`src/rtl/lat_chan_pkg.sv`:
```
package lat_chan_pkg;
    typedef enum logic [0:0] {
        ST_SEED = 1'b0,
        ST_RUN  = 1'b1
    } chan_state_e;
endpackage

```
`src/rtl/lat_chan_store.sv`:
```
module lat_chan_store #(
    parameter int DATA_W = 16,
    parameter int DEPTH  = 8
) (
    input  logic              clk,
    input  logic              rst_n,
    input  logic              wr_en,
    input  logic [DATA_W-1:0] wr_data,
    input  logic              rd_en,
    output logic [DATA_W-1:0] rd_data
);
    localparam int PTR_W = (DEPTH > 1) ? $clog2(DEPTH) : 1;
    localparam logic [PTR_W-1:0] LAST = PTR_W'(DEPTH - 1);

    logic [DATA_W-1:0] slots [DEPTH];
    logic [PTR_W-1:0]  wr_ptr;
    logic [PTR_W-1:0]  rd_ptr;

    always_ff @(posedge clk) begin
        if (wr_en) begin
            slots[wr_ptr] <= wr_data;
        end
    end

    always_ff @(posedge clk) begin
        if (!rst_n) begin
            wr_ptr <= '0;
            rd_ptr <= '0;
        end else begin
            if (wr_en) begin
                wr_ptr <= (wr_ptr == LAST) ? '0 : wr_ptr + 1'b1;
            end
            if (rd_en) begin
                rd_ptr <= (rd_ptr == LAST) ? '0 : rd_ptr + 1'b1;
            end
        end
    end

    assign rd_data = slots[rd_ptr];

    // the read pointer only moves when a pop is granted
    assert_rd_ptr_stable_R5: assert property (@(posedge clk) disable iff (!rst_n)
        !rd_en |=> $stable(rd_ptr));
endmodule

```
`src/rtl/lat_chan_ctrl.sv`:
```
module lat_chan_ctrl
    import lat_chan_pkg::*;
#(
    parameter int DEPTH   = 8,
    parameter int LATENCY = 3
) (
    input  logic                         clk,
    input  logic                         rst_n,
    input  logic                         send_req,
    input  logic                         recv_req,
    output logic                         send_ok,
    output logic                         recv_ok,
    output logic                         push,
    output logic                         pop,
    output logic                         seeding,
    output logic [$clog2(DEPTH+1)-1:0]   level
);
    localparam int CNT_W  = $clog2(DEPTH + 1);
    localparam int SEED_W = $clog2(LATENCY + 1);
    localparam logic [CNT_W-1:0]  FULL_LVL  = CNT_W'(DEPTH);
    localparam logic [SEED_W-1:0] SEED_LAST = SEED_W'(LATENCY - 1);

    chan_state_e       state, state_nx;
    logic [SEED_W-1:0] seed_cnt;

    // state register
    always_ff @(posedge clk) begin
        if (!rst_n) begin
            state <= ST_SEED;
        end else begin
            state <= state_nx;
        end
    end

    // next state
    always_comb begin
        state_nx = state;
        unique case (state)
            ST_SEED: if (seed_cnt == SEED_LAST) state_nx = ST_RUN;
            ST_RUN:  state_nx = ST_RUN;
            default: state_nx = ST_SEED;
        endcase
    end

    // outputs
    always_comb begin
        send_ok = 1'b0;
        recv_ok = 1'b0;
        push    = 1'b0;
        pop     = 1'b0;
        seeding = 1'b0;
        unique case (state)
            ST_SEED: begin
                push    = 1'b1;
                seeding = 1'b1;
            end
            ST_RUN: begin
                send_ok = (level != FULL_LVL);
                recv_ok = (level != '0);
                push    = send_req && send_ok;
                pop     = recv_req && recv_ok;
            end
            default: ;
        endcase
    end

    always_ff @(posedge clk) begin
        if (!rst_n) begin
            seed_cnt <= '0;
            level    <= '0;
        end else begin
            if (state == ST_SEED) begin
                seed_cnt <= seed_cnt + 1'b1;
            end
            unique case ({push, pop})
                2'b10:   level <= level + 1'b1;
                2'b01:   level <= level - 1'b1;
                default: level <= level;
            endcase
        end
    end

    assert_no_overflow_R3: assert property (@(posedge clk) disable iff (!rst_n)
        level <= FULL_LVL);
    assert_seed_quiet_R1: assert property (@(posedge clk) disable iff (!rst_n)
        seeding |-> (!send_ok && !recv_ok));
    assert_full_blocks_R3: assert property (@(posedge clk) disable iff (!rst_n)
        (level == FULL_LVL) && !pop |=> level == FULL_LVL);
    assert_empty_blocks_R4: assert property (@(posedge clk) disable iff (!rst_n)
        (state == ST_RUN) && (level == '0) && !push |=> level == '0);
    assert_both_hold_R6: assert property (@(posedge clk) disable iff (!rst_n)
        push && pop |=> $stable(level));
    assert_push_step_R7: assert property (@(posedge clk) disable iff (!rst_n)
        push && !pop |=> level == $past(level) + 1'b1);
endmodule

```
`src/rtl/latency_token_channel.sv`:
```
module latency_token_channel #(
    parameter int                DATA_W      = 16,
    parameter int                DEPTH       = 8,
    parameter int                LATENCY     = 3,
    parameter logic [DATA_W-1:0] RESET_TOKEN = '0
) (
    input  logic                         clk,
    input  logic                         rst_n,
    input  logic                         send_req,
    input  logic [DATA_W-1:0]            send_data,
    output logic                         send_ok,
    input  logic                         recv_req,
    output logic [DATA_W-1:0]            recv_data,
    output logic                         recv_ok,
    output logic [$clog2(DEPTH+1)-1:0]   fill_level
);
    logic push, pop, seeding;
    logic [DATA_W-1:0] wr_word;

    initial begin
        if (LATENCY < 1 || DEPTH < LATENCY) begin
            $error("latency_token_channel: need 1 <= LATENCY <= DEPTH");
        end
    end

    lat_chan_ctrl #(.DEPTH(DEPTH), .LATENCY(LATENCY)) u_ctrl (
        .clk(clk), .rst_n(rst_n), .send_req(send_req), .recv_req(recv_req),
        .send_ok(send_ok), .recv_ok(recv_ok), .push(push), .pop(pop),
        .seeding(seeding), .level(fill_level)
    );

    assign wr_word = seeding ? RESET_TOKEN : send_data;

    lat_chan_store #(.DATA_W(DATA_W), .DEPTH(DEPTH)) u_store (
        .clk(clk), .rst_n(rst_n), .wr_en(push), .wr_data(wr_word),
        .rd_en(pop), .rd_data(recv_data)
    );

    assert_head_known_R5: assert property (@(posedge clk) disable iff (!rst_n)
        recv_ok |-> !$isunknown(recv_data));
endmodule

```
`config.mk`:
```
export PLATFORM = sky130hd
export DESIGN_NAME = latency_token_channel
export DESIGN_NICKNAME = d
export VERILOG_FILES = /design/src/rtl/lat_chan_pkg.sv /design/src/rtl/lat_chan_store.sv /design/src/rtl/lat_chan_ctrl.sv /design/src/rtl/latency_token_channel.sv
export SDC_FILE = /design/constraint.sdc
export NUM_CORES = 1
export LEC_CHECK = 0
export ABC_AREA = 1
export ABC_CLOCK_PERIOD_IN_PS = 4300
export BUFFER_PORTS_ARGS = -buffer_cell sky130_fd_sc_hd__buf_2
export CORE_MARGIN = 2
export CORE_UTILIZATION = 25
export DETAILED_ROUTE_END_ITERATION = 8
export PLACE_DENSITY = 0.4
export SLEW_MARGIN = 20
export SYNTH_ARGS = -nofsm -noshare
export SYNTH_HDL_FRONTEND = slang
export SYNTH_SLANG_ARGS = --single-unit
```
`constraint.sdc`:
```
create_clock -name clk -period 4.3 [get_ports clk]
set_clock_uncertainty 0.05 [all_clocks]
set_input_delay 1.075 -clock clk [delete_from_list [all_inputs] [get_ports clk]]
set_output_delay 1.075 -clock clk [all_outputs]
set_load 0.005 [all_outputs]
```
==> results.md <==
- WP data required: 3.17 ns
- DR vias: 3726
- Worst path slowest cell: buf_4
- Final Hold Fails: 0
- Max_slew headroom: 36.8%
- Max cap viols: 0
- Worst VDD drop: 0.233 mV
- Sequential cell area fraction in the yosys report: 70.0%
- Post-CTS setup buffers: 0
- Vias in the first global route: 3812
- Final Util: 30.9%
- Count of cell types in the netlist: 28
- Sw frac: 26.1%
- Insertion delay to the later sink of the worst-skew pair: 0.42 ns
- Sequential share of power: 42.8%
- H-tree Lvls: 4
- Wire length per cell: 15.7 um
- Placed cell count: 856
- Leading area contributor after synthesis: edfxtp_1
- Hold Path Stages: 2
- Via density: 4.20
- Critical-path cell list: buf_4 > o21ai_0 > o22ai_1 > nand2_1 > nand2_1 > buf_2
- Clock power share: 40.1%
- Final hold slack: 0.440 ns
- Worst min path class: reg -> reg
- Reg clk slew, reported paths: 0.06 ns
- Crit. End Element: output pin
- Net switching power: 0.00115 W
- WP buf/inv: 2
- Largest stage delay, worst path: 0.61 ns
- Post-synthesis register bit count: 144
- Initial antenna violation count: 0
- Reg2reg path depth: 12
- DRT iter0 DRCs: 247
- Avg Synthesized Cell Area: 11.8 um^2
- PD cells: 611 nW/um^2
- Final TNS setup: 0 ns
- Antenna-violating nets left: 0
- Synth Net Count: 532
- Synth Area in Adders: 1.68%
- Synth Area in Simple Gates: 11.8%
- Gate Count Post-Synth: 504
- Comb power frac: 17.1%
- CTS tree: yes
- RePlAce Congestion: 0.694
- Non-Filler Instances: 888
- Crit Path Max Fanout: 64
- P&R area growth vs syn: 21.7%
- Largest cells by area after synthesis: edfxtp_1, nor2_1, dfxtp_1
- Nets@finish: 584
- Most frequent cells in the layout: edfxtp_1, nor2_1, nand2_1, o21ai_0, buf_2
- CP startpoint kind: flip-flop
- Antenna cells: 0
- Most common cell after layout, fill and taps aside: edfxtp_1
- Mux share of post-synthesis cell area: 2.69%
- Root Driver: clkbuf_16
- Input/output buffers: 41
- IO Pins: 42
- Die W: 158 um
- Max Fclk: 304 MHz
- Core area: 23400 um^2
- Worst R2R Setup Slack: 1.74 ns
- Clk sink count: 144
- CP Class: reg -> out
- Top-area cell type share of the netlist area: 64.6%
- Lkg Pwr: 2.78 nW
- Setup violators final: 0
- Slew Limit Fails: 0
- HP Start: u_ctrl.seed_cnt[0]
- CTS Hold Bufs: 0
- Overall Power: 0.00443 W
- Share of cells above drive strength 1: 17.2%
- Most used cell, CP: nand2_1
- Minimum clock period: 3.29 ns
- Post-synthesis compound-gate area fraction: 8.81%
- Critical R2R Capture: u_ctrl.level[2]
- Overall Global Routing Usage: 11.8%
- Cts bufs inserted: 17
- Post-CTS sizing: 0
- Status: completed
- Largest net degree at the start of global routing: 65
- First-pass GRT wire length: 21500 um
- Worst Hold End: u_ctrl.seed_cnt[0]
- Final HPWL DP: 8190 um
- Cell internal pwr: 0.00327 W
- R2R Path Start: u_ctrl.state
- Main combinational cell family by area after synthesis: simple AND/OR/NAND/NOR gates
- Initial Util: 25.4%
- Mapped Area: 5950 um^2
- Synthesis warning total: 0
- Unrepaired setup endpoints after global routing: no
- DIE AREA: 25000 um^2
- Drt total wl: 13900 um
- CP Data Arrival Time: 2.16 ns
- GRT Residual Overflow: 0
- Synth Area in XOR/XNOR: 0.442%
- Die height: 158 um
- CTS max path bufs: 2
- FP Rows: 56
- Worst Max-Slew Pin Slew: 0.946 ns
- Remaining DRCs: 0
- Fin crit share: 76.4%
- CP top delay family: buffers and inverters
- DR pass1 iterations: 5
==> worst register-to-register path, cell delays in order, from the launching register on <==
cell and delay [ns]:
dfxtp_1 0.63, buf_4 0.34, nand3_1 0.17, inv_1 0.17, ha_1 0.24, nand2_1 0.07, inv_1 0.08, nor2_1 0.06
ha_1 0.18, a21oi_1 0.15, xnor2_1 0.10, o21ai_0 0.15, inv_1 0.05
==> synthesized netlist by cell type, drive strengths merged <==
cell type	n
o21ai	71
mux2i	16
a31oi	2
or2	1
clkbuf	7
inv	33
o22ai	16
edfxtp	128
nand3	6
a21oi	9
ha	8
nor2	88
xor2	1
xnor2	2
dfxtp	16
buf	17
nand2	83
==> kinds of logic (layout without fill, tap and decap cells) <==
| kind of cell | after synthesis | in the layout |
|---|---|---|
| buf+inv | 57 | 122 |
| flops | 144 | 144 |
| fa+ha+maj | 8 | 8 |
| mux | 16 | 16 |
| simple gates | 178 | 178 |
| xor+xnor | 3 | 3 |
| compound gates | 98 | 98 |
==> worst max path at each step <==
stage | from | end | depth (start not counted)
global route | flip-flop | recv_data[10] | 6
detailed placement | flip-flop | recv_data[5] | 6
floorplan | send_req | u_store.slots[0][0] | 3
global placement | flip-flop | recv_data[8] | 6
CTS | flip-flop | recv_data[5] | 6
finish | flip-flop | recv_data[8] | 6
==> flip-flops by register name, indices dropped and copies added, names as in the netlist, named ones only <==
| name | flops |
|---|---|
| u_ctrl.state | 1 |
| u_store.slots | 128 |
| u_ctrl.seed_cnt | 2 |
| u_ctrl.level | 4 |
| u_store.wr_ptr | 3 |
| u_store.rd_ptr | 3 |
==> layout make-up <==
cell class              instances  area (um^2)
clock buffers                  18          429
clock inverters                14          287
fillers                      2418        16200
inverters                      33          124
multi-input cells             303         1510
flip-flops and latches        144         4170
well taps                     319          399
repair buffers                 57          325
==> metal layers <==
metal	up-vias	track usage (%)	wire, um
li1	1852	-	-
met1	1794	15.3	6630
met2	74	19.5	6610
met3	6	2.94	590
met4	0	3.99	82
met5	-	0	0
==> power groups by stage <==
stage / Clock [W] / Sequential, W / Combinational [W]
after floorplan: 0 / 0.00190 / 0.000472
after global placement: 0 / 0.00192 / 0.000760
after detailed placement: 0 / 0.00193 / 0.000776
after CTS: 0.00181 / 0.00190 / 0.000779
after global routing: 0.00187 / 0.00192 / 0.000867
final: 0.00178 / 0.00189 / 0.000756
==> stage by stage <==
stage / cell area, um^2 / worst slack (ns)
after floorplan: 5950 / 1.71
after global placement: 6530 / 1.45
after detailed placement: 6530 / 1.42
after CTS: 7240 / 0.972
after global routing: 7240 / 0.827
final: 7240 / 1.01
Power figures use the tool's default switching activity.
